$ cat src/rtl/sgpio_pkg.sv
package sgpio_pkg;

   // each group owns a 64-byte window
   localparam int SECT_AW = 6;

   // register offsets inside a group window
   localparam logic [SECT_AW-1:0] OFF_PEND   = 6'h00;
   localparam logic [SECT_AW-1:0] OFF_RAW    = 6'h04;
   localparam logic [SECT_AW-1:0] OFF_UNMASK = 6'h08;
   localparam logic [SECT_AW-1:0] OFF_MASK   = 6'h0C;
   localparam logic [SECT_AW-1:0] OFF_DIR    = 6'h10;
   localparam logic [SECT_AW-1:0] OFF_DOUT   = 6'h14;
   localparam logic [SECT_AW-1:0] OFF_DIN    = 6'h18;
   localparam logic [SECT_AW-1:0] OFF_TRIG   = 6'h20;

   // one-hot register select
   typedef struct packed {
      logic pend;
      logic raw;
      logic unmask;
      logic mask;
      logic dir;
      logic dout;
      logic din;
      logic trig;
   } reg_sel_t;

   function automatic reg_sel_t decode_off(input logic [SECT_AW-1:0] off);
      reg_sel_t s;
      s = '0;
      case (off)
         OFF_PEND:   s.pend   = 1'b1;
         OFF_RAW:    s.raw    = 1'b1;
         OFF_UNMASK: s.unmask = 1'b1;
         OFF_MASK:   s.mask   = 1'b1;
         OFF_DIR:    s.dir    = 1'b1;
         OFF_DOUT:   s.dout   = 1'b1;
         OFF_DIN:    s.din    = 1'b1;
         OFF_TRIG:   s.trig   = 1'b1;
         default:    s        = '0;
      endcase
      return s;
   endfunction

endpackage

$ cat src/rtl/sgpio_sync.sv
module sgpio_sync #(
   parameter int W      = 32,
   parameter int STAGES = 2
) (
   input  logic         clk,
   input  logic         rst_n,
   input  logic [W-1:0] d,
   output logic [W-1:0] q
);

   if (STAGES < 2) begin : g_bad_stages
      $error("sgpio_sync: STAGES must be at least 2");
   end
   if (W < 1) begin : g_bad_width
      $error("sgpio_sync: W must be positive");
   end

   logic [W-1:0] stg [STAGES];

   always_ff @(posedge clk or negedge rst_n) begin
      if (!rst_n) begin
         for (int i = 0; i < STAGES; i++) stg[i] <= '0;
      end else begin
         stg[0] <= d;
         for (int i = 1; i < STAGES; i++) stg[i] <= stg[i-1];
      end
   end

   assign q = stg[STAGES-1];

endmodule

$ cat src/rtl/sgpio_section.sv
module sgpio_section
   import sgpio_pkg::*;
#(
   parameter int SW = 8
) (
   input  logic               clk,
   input  logic               rst_n,
   input  logic               wr_en,
   input  logic [SECT_AW-1:0] off,
   input  logic [SW-1:0]      wdata,
   input  logic [SW-1:0]      din,
   output logic [SW-1:0]      rdata,
   output logic [SW-1:0]      dout,
   output logic [SW-1:0]      dir,
   output logic               irq_any
);

   reg_sel_t     sel;
   logic [SW-1:0] trig_q, mask_q, stat_q, prev_q;
   logic [SW-1:0] evt, clr, stat_nxt;

   assign sel = decode_off(off);

   // event detection: level pins follow input, edge pins see 0->1
   assign evt      = (trig_q & din) | (~trig_q & din & ~prev_q);
   assign clr      = (wr_en && sel.raw) ? wdata : '0;
   assign stat_nxt = (stat_q & ~clr) | evt;

   always_ff @(posedge clk or negedge rst_n) begin
      if (!rst_n) begin
         dir    <= '1;
         dout   <= '0;
         trig_q <= '0;
         mask_q <= '1;
         stat_q <= '0;
         prev_q <= '0;
      end else begin
         prev_q <= din;
         stat_q <= stat_nxt;
         if (wr_en) begin
            if (sel.dir)    dir    <= wdata;
            if (sel.dout)   dout   <= wdata;
            if (sel.trig)   trig_q <= wdata;
            if (sel.mask)   mask_q <= mask_q | wdata;
            if (sel.unmask) mask_q <= mask_q & ~wdata;
         end
      end
   end

   always_comb begin
      rdata = '0;
      if (sel.pend) rdata = stat_q & ~mask_q;
      if (sel.raw)  rdata = stat_q;
      if (sel.mask) rdata = mask_q;
      if (sel.dir)  rdata = dir;
      if (sel.dout) rdata = dout;
      if (sel.din)  rdata = din;
      if (sel.trig) rdata = trig_q;
   end

   assign irq_any = |(stat_q & ~mask_q);

endmodule

$ cat src/rtl/sect_gpio.sv
module sect_gpio
   import sgpio_pkg::*;
#(
   parameter int NUM_SECT    = 4,
   parameter int SECT_W      = 8,
   parameter int ADDR_W      = 8,
   parameter int DATA_W      = 32,
   parameter int SYNC_STAGES = 2
) (
   input  logic                       clk,
   input  logic                       rst_n,
   input  logic [ADDR_W-1:0]          bus_addr,
   input  logic                       bus_we,
   input  logic [DATA_W-1:0]          bus_wdata,
   output logic [DATA_W-1:0]          bus_rdata,
   input  logic [NUM_SECT*SECT_W-1:0] pad_in,
   output logic [NUM_SECT*SECT_W-1:0] pad_out,
   output logic [NUM_SECT*SECT_W-1:0] pad_oe,
   output logic                       irq
);

   localparam int NPIN   = NUM_SECT * SECT_W;
   localparam int SIDX_W = (NUM_SECT > 1) ? $clog2(NUM_SECT) : 1;
   localparam int HI_W   = ADDR_W - SECT_AW - SIDX_W;

   if (NUM_SECT < 2) begin : g_bad_sect
      $error("sect_gpio: NUM_SECT must be at least 2");
   end
   if (SECT_W < 1 || SECT_W >= DATA_W) begin : g_bad_sw
      $error("sect_gpio: SECT_W must be between 1 and DATA_W-1");
   end
   if (SECT_W > 32) begin : g_bad_sw_win
      $error("sect_gpio: SECT_W must fit a 32-bit register");
   end
   if (HI_W < 0) begin : g_bad_addr
      $error("sect_gpio: ADDR_W too narrow for the group windows");
   end

   logic [SIDX_W-1:0] sidx;
   logic [SECT_AW-1:0] off;
   logic               hi_ok;
   logic [NPIN-1:0]    din_sync;
   logic [SECT_W-1:0]  rd_s  [NUM_SECT];
   logic [NUM_SECT-1:0] irq_s;
   logic               unused_wdata;

   assign sidx = bus_addr[SECT_AW +: SIDX_W];
   assign off  = bus_addr[SECT_AW-1:0];
   assign unused_wdata = ^bus_wdata[DATA_W-1:SECT_W];

   // address bits above the group index must be zero for a hit
   if (HI_W > 0) begin : g_hi_chk
      assign hi_ok = (bus_addr[ADDR_W-1 -: HI_W] == '0);
   end else begin : g_hi_none
      assign hi_ok = 1'b1;
   end

   sgpio_sync #(
      .W      (NPIN),
      .STAGES (SYNC_STAGES)
   ) u_sync (
      .clk   (clk),
      .rst_n (rst_n),
      .d     (pad_in),
      .q     (din_sync)
   );

   for (genvar s = 0; s < NUM_SECT; s++) begin : g_sect
      logic [SECT_W-1:0] dir_s;
      logic              hit;

      assign hit = hi_ok && (sidx == SIDX_W'(s));

      sgpio_section #(
         .SW (SECT_W)
      ) u_sec (
         .clk     (clk),
         .rst_n   (rst_n),
         .wr_en   (bus_we && hit),
         .off     (off),
         .wdata   (bus_wdata[SECT_W-1:0]),
         .din     (din_sync[s*SECT_W +: SECT_W]),
         .rdata   (rd_s[s]),
         .dout    (pad_out[s*SECT_W +: SECT_W]),
         .dir     (dir_s),
         .irq_any (irq_s[s])
      );

      assign pad_oe[s*SECT_W +: SECT_W] = ~dir_s;
   end

   always_comb begin
      bus_rdata = '0;
      for (int s = 0; s < NUM_SECT; s++) begin
         if (hi_ok && (sidx == SIDX_W'(s))) bus_rdata[SECT_W-1:0] = rd_s[s];
      end
   end

   assign irq = |irq_s;

endmodule

$ cat config.mk
export PLATFORM = sky130hd
export DESIGN_NAME = sect_gpio
export DESIGN_NICKNAME = d
export VERILOG_FILES = /design/src/rtl/sgpio_pkg.sv /design/src/rtl/sgpio_sync.sv /design/src/rtl/sgpio_section.sv /design/src/rtl/sect_gpio.sv
export SDC_FILE = /design/constraint.sdc
export NUM_CORES = 1
export LEC_CHECK = 0
export BUFFER_PORTS_ARGS = -buffer_cell sky130_fd_sc_hd__buf_4
export CAP_MARGIN = 20
export CORE_MARGIN = 2
export CORE_UTILIZATION = 40
export CTS_CLUSTER_SIZE = 24
export DETAILED_ROUTE_END_ITERATION = 8
export GPL_TIMING_DRIVEN = 0
export PLACE_DENSITY = 0.62
export SYNTH_ARGS = -nofsm -noshare
export SYNTH_HDL_FRONTEND = slang
export SYNTH_HIERARCHICAL = 1
export SYNTH_SLANG_ARGS = --single-unit
$ cat constraint.sdc
create_clock -name clk -period 4.44 [get_ports clk]
set_input_delay 0.222 -clock clk [delete_from_list [all_inputs] [get_ports clk]]
set_output_delay 0.222 -clock clk [all_outputs]
set_load 0.02 [all_outputs]
==> impl_metrics.yaml, run 1 <==
setup_path:
  worstPathArrival_ns: 2.56
  end_kind: "output port"
  reg2reg_depth: 2
  critPathMostFrequentCell: "or4_1"
  cp_max_fo: 4
  cp_cell_sequence: "o22ai_1, or4_1, or4_1, buf_4"
  r2r_slack_ns: 3.59
  critPathSlowestCell: "or4_1"
  slowest_delay_ns: 0.63
  r2r_end: "g_sect[2].u_sec/stat_q[1]$_DFF_PN0_"
  reg2reg_from: "g_sect[2].u_sec/trig_q[1]$_DFFE_PN0P_"
  critPathKind: "register to output port"
  critPathRequiredTime_ns: 4.22
  start_kind: "register"
die:
  die_h_um: 179.7
  design.core.area_um2: 30510
  die_width_um: 179.7
  std_cell_rows: 64
  die-area_um2: 32290
  initial_core_util_pct: 40.47
  io_pins: 172
drt:
  vias: 9034
  met2_length_um: 16620
  wl_met1_um: 15070
  via_per_inst: 5.371
  routed_wl_um: 34150
  drc: 0
  wl_met3_um: 1939
  drtPass1Iterations: 5
  wl_per_cell_um: 20.30
  dr.first_iter.drc_count: 659
  maxUsedRoutingLayer: "met5"
  postRouteAntennaNets: 0
worst_hold_path:
  hold_class: "primary input to register"
  min_path_cells: 3
  hold_start: "bus_wdata[1]"
global_routing:
  grt_usage_pct: 21.07
  grt_max_degree: 117
  grt_pass1_vias: 9153
  grt_pass1_wl_um: 53880
  grt_overflow: 0
  grt_antenna_before_repair: 1
yosys:
  yosysWarnings: 6
  synth_seq_cells: 256
  avgSynthCellArea_um2: 11.74
  synth_top_family_by_area: "simple AND/OR/NAND/NOR gates"
  synth-simple-area-share_pct: 16.72
  muxShareOfSynthArea_pct: 16.11
  synth_compound_area_share_pct: 6.283
  synth_seq_area_share_pct: 52.53
  synth.top_cell.area_share_pct: 38.91
  synthCells: 1052
  synth-adder-area-share_pct: 0
  synth-xor-area-share_pct: 0
  synth.distinct_cells: 39
  yosysTopAreaCell: "dfrtp_1"
  syn-cell-area_um2: 12350
  synth_area_leaders: "dfrtp_1, mux2_2, dfstp_2"
sta:
  finalCritPeriodShare_pct: 62.63
  holdWs_ns: 0.1761
  fin_ws_ns: 1.659
  max_freq_mhz: 359.6
  tightest_slew_ns: 0.7744
  final.setup.tns_ns: 0
  drv_slew: 0
  slew_headroom_pct: 48.26
  skew_ns: 0.01367
  fin_crit_ns: 2.781
  setup_viol: 0
  rsz0062_at_grt: "no"
  finalHoldViolations: 0
finish:
  diodes: 0
  final_layout_size_suffix_gt1_share_pct: 40.05
  utilization_pct: 49.78
  nets: 1339
  final_common_cell: "dfrtp_1"
  fin_cells: 1682
  area_delta_synth_final_pct: 23.00
  fin_area_um2: 15190
  layout_common_cells: "dfrtp_1, buf_4, mux2_2"
pwr:
  switchingPower_mw: 1.358
  switching_share_pct: 24.85
  leakagePower_nw: 7.115
  p_int_mw: 4.109
  pwr-share-seq_pct: 46.6
  irDropWorstVdd_mv: 0.2826
  comb_power_share_pct: 10.7
  power_mw: 5.467
  p_per_area_nw_per_um2: 360.0
  power_frac_clock_pct: 42.6
clock_network:
  cts_tree: "yes"
  cts-buffers-inserted: 29
  clock_latency_ns: 0.55
  cts_resized: 0
  clockRootBuffer: "clkbuf_16"
  htree_num_levels: 1
  clk_pin_slew_ns: 0.06
  clockBufferDepth: 3
  post_cts_buffers: 0
  cts_num_sinks: 256
  ctsHoldBuffers: 33
placement:
  dp_hpwl_um: 23260
  placed_area_um2: 13910
  portBuffers: 123
  place_inst: 1596
  gp_congestion: 0.8594
  dp_slack_ns: 1.775
run_status:
  outcome: "completed"
flow_run:
  drv_cap: 0
how the worst max path moves through the flow:
stage                                                      to  slack, ns  depth (start not counted)
after detailed placement                         bus_rdata[2]       1.77                          8
final                                                     irq       1.66                          4
after floorplan                                  bus_rdata[3]       2.45                          5
after global placement    g_sect[0].u_sec/prev_q[4]$_DFF_PN0_       1.02                          1
after CTS                                                 irq       1.65                          4
after global routing                                      irq       1.61                          4
Yosys cell counts:
master       n
dfrtp_1    192
mux2_2     156
nand3_1    116
inv_1       96
buf_4       68
dfstp_2     64
o21ai_0     64
nand2b_1    60
and3_1      36
nand4_1     28
o2111ai_1   28
buf_2       17
clkbuf_1    16
o22ai_1     16
nand3_2      8
and3b_2      6
mux4_2       6
or4_1        5
and2_0       4
and2b_1      4
and3b_1      4
and4b_1      4
mux2_1       4
nand2_1      4
nand3b_1     4
nand4b_1     4
nand4b_2     4
nor3_1       4
nor3_4       4
nor3b_4      4
nor4_4       4
o211a_1      4
o21a_1       4
o311a_1      4
mux4_1       2
and3_2       1
buf_6        1
conb_1       1
nor3b_1      1
per-layer routing:
layer / up-vias / global-route usage, %
met2: 282 / 35.02
met3: 39 / 3.241
met4: 2 / 4.293
li1: 4107 / -
met1: 4604 / 29.36
met5: - / 0
critical path: cells and delay by family, from the launching register on:
kind / cells / cell delay, ns
AOI/OAI and AO/OA: 1 / 0.09
DFF: 1 / 0.55
and+or+nand+nor: 2 / 1.19
buffers and inverters: 1 / 0.19
power by group through the flow:
stage               combinational [mW]  sequential [mW]  clock (mW)
floorplan                        0.296             2.58           0
global placement                 0.552             2.59           0
detailed placement               0.566             2.59           0
CTS                              0.592             2.55        2.39
global route                     0.637             2.56        2.48
finish                           0.587             2.55        2.33
cell type report:
| class | count | area [um2] |
|---|---|---|
| fillers | 2830 | 15320 |
| well taps | 396 | 495.5 |
| multi-input cells | 621 | 4920 |
| inverters | 96 | 360.3 |
| repair buffers | 158 | 1316 |
| plain buffers | 102 | 666.9 |
| flip-flops and latches | 256 | 6486 |
| clock inverters | 11 | 97.59 |
| clock buffers | 42 | 844.6 |
kinds of logic (layout without fill, tap and decap cells):
group,after synthesis,count (layout)
and+or+nand+nor,309,309
DFF,256,256
buffers and inverters,198,409
muxes,168,168
AOI/OAI and AO/OA,120,120
other,1,24
Power figures use the tool's default switching activity.
==> inputs of run 2 (changes only) <==
- PLACE_DENSITY: 0.62 -> 0.64
- clock period: 4.44 -> 2.2 ns (I/O delays scaled with it)
==> impl_metrics.yaml, run 2 (synthesized netlist as in run 1, its figures left out) <==
run_status:
  outcome: "complete, but fails checks"
  violations: "setup timing"
placement:
  place_inst: 1596
  gp_congestion: 0.8800
  dp_hpwl_um: 22910
  dp_slack_ns: -0.2275
  portBuffers: 123
  placed_area_um2: 13910
global_routing:
  grt_use_met1_pct: 28.23
  grtUsageMet2_pct: 33.87
  grt_usage_pct: 20.84
  grt_overflow: 0
  grt_use_met3_pct: 3.951
  grt_max_degree: 96
  busiest_layer: "met2"
  grt_antenna_before_repair: 2
  grt_pass1_vias: 9207
  grt_pass1_wl_um: 53160
die:
  die_h_um: 179.7
  design.core.area_um2: 30510
  initial_core_util_pct: 40.47
  io_pins: 172
  die-area_um2: 32290
  std_cell_rows: 64
  die_width_um: 179.7
finish:
  seq_area_um2: 6487
  final_common_cell: "dfrtp_1"
  fin_area_um2: 15390
  area_delta_synth_final_pct: 24.68
  nets: 1327
  fin_cells: 1670
  nFillCells: 2752
  final_layout_size_suffix_gt1_share_pct: 42.26
  multi_input_area_um2: 5146
  utilization_pct: 50.46
  layout_common_cells: "dfrtp_1, buf_4, mux2_2"
worst_hold_path:
  min_path_cells: 3
  hold_start: "bus_wdata[7]"
  hold_class: "primary input to register"
setup_path:
  critPathKind: "register to output port"
  cp_max_fo: 4
  r2r_end: "g_sect[3].u_sec/dout[3]$_DFFE_PN0P_"
  worstPathArrival_ns: 2.44
  reg2reg_from: "g_sect[3].u_sec/dout[3]$_DFFE_PN0P_"
  r2r_slack_ns: 1.30
  critPathRequiredTime_ns: 2.09
  end_kind: "output port"
  reg2reg_depth: 2
  start_kind: "register"
drt:
  drc: 0
  wl_per_cell_um: 20.37
  routed_wl_um: 34030
  drtPass1Iterations: 5
  vias: 8957
  via_per_inst: 5.363
  dr.first_iter.drc_count: 699
  postRouteAntennaNets: 0
pwr:
  p_per_area_nw_per_um2: 723.5
  irDropWorstVdd_mv: 0.5383
  power_mw: 11.14
  leakagePower_nw: 7.168
clock_network:
  cts-buffers-inserted: 28
  htree_num_levels: 1
  cts_num_sinks: 256
  clockRootBuffer: "clkbuf_16"
  clockBufferDepth: 3
  cts_tree: "yes"
  clock_latency_ns: 0.54
  clk_pin_slew_ns: 0.06
sta:
  setup_viol: 9
  fin_ws_ns: -0.3467
  finalHoldViolations: 0
  drv_slew: 0
  max_freq_mhz: 392.7
  tightest_slew_ns: 0.7193
  fin_crit_ns: 2.547
  rsz0062_at_grt: "yes"
  slew_headroom_pct: 51.94
  skew_ns: 0.005593
  finalCritPeriodShare_pct: 115.8
flow_run:
  drv_cap: 0
-- run 2: cell count changes in the layout (fill, tap and decap cells not counted), moves of 4 or more --
cell and delta:
mux2_4 +20, or4_4 +4, nand3_2 +21, buf_2 -4
mux2_2 -20, buf_6 +10, buf_4 -19, nand3_1 -21
or4_1 -4, clkbuf_2 +4
-- run 2: final cells by class --
cell class                 instances  share of cell area (%)
buffer                            83                   3.503
antenna                            1                 0.01626
clock buffer                      45                   5.625
clock inverter                     6                  0.5365
tap                              396                   3.219
inverter                          96                   2.341
timing repair buffer             166                   9.185
multi-input combinational        621                   33.43
sequential                       256                   42.14
-- run 2: worst max-delay path by stage --
stage / start / endpoint / slack [ns] / cells after the start
after floorplan: register / irq / 0.37 / 3
after global placement: rst_n / u_sync/q[4]$_DFF_PN0_ / -1.11 / 1
after detailed placement: bus_addr[3] / bus_rdata[2] / -0.23 / 8
after CTS: register / irq / -0.37 / 4
after global routing: register / irq / -0.38 / 4
final: register / irq / -0.35 / 4
-- run 2: metal layers --
metal	wire length [um]	vias up
li1	-	4084
met1	15010	4529
met2	16190	286
met3	1770	56
met4	1046	2
met5	13	-
-- run 2: where the power goes --
group | switching, mW | internal (mW)
Sequential | 0.155 | 4.99
Clock | 1.87 | 2.91
Combinational | 0.677 | 0.537
Total | 2.70 | 8.44
-- run 2: critical path, cell delays in order (launching register included) --
cell	delay (ns)
dfstp_2	0.56
o22ai_1	0.08
or4_4	0.58
or4_4	0.52
buf_6	0.15
-- run 2: per-stage QoR --
stage | hold WS (ns) | TNS [ns]
after floorplan | -0.1856 | 0
after global placement | 0.2191 | -225.33
after detailed placement | 0.1036 | -1.016
after CTS | 0.04665 | -1.809
after global routing | 0.05773 | -2.087
final | 0.07117 | -1.695
-- run 2: repair_timing --
item                                    in CTS  in global routing
pin swaps                                    6                  4
gates resized for setup                     61                 16
endpoints found under the hold margin       99                  0
hold buffers                                33                  0
buffers inserted                             8                  1
endpoints found under the setup margin       9                  9
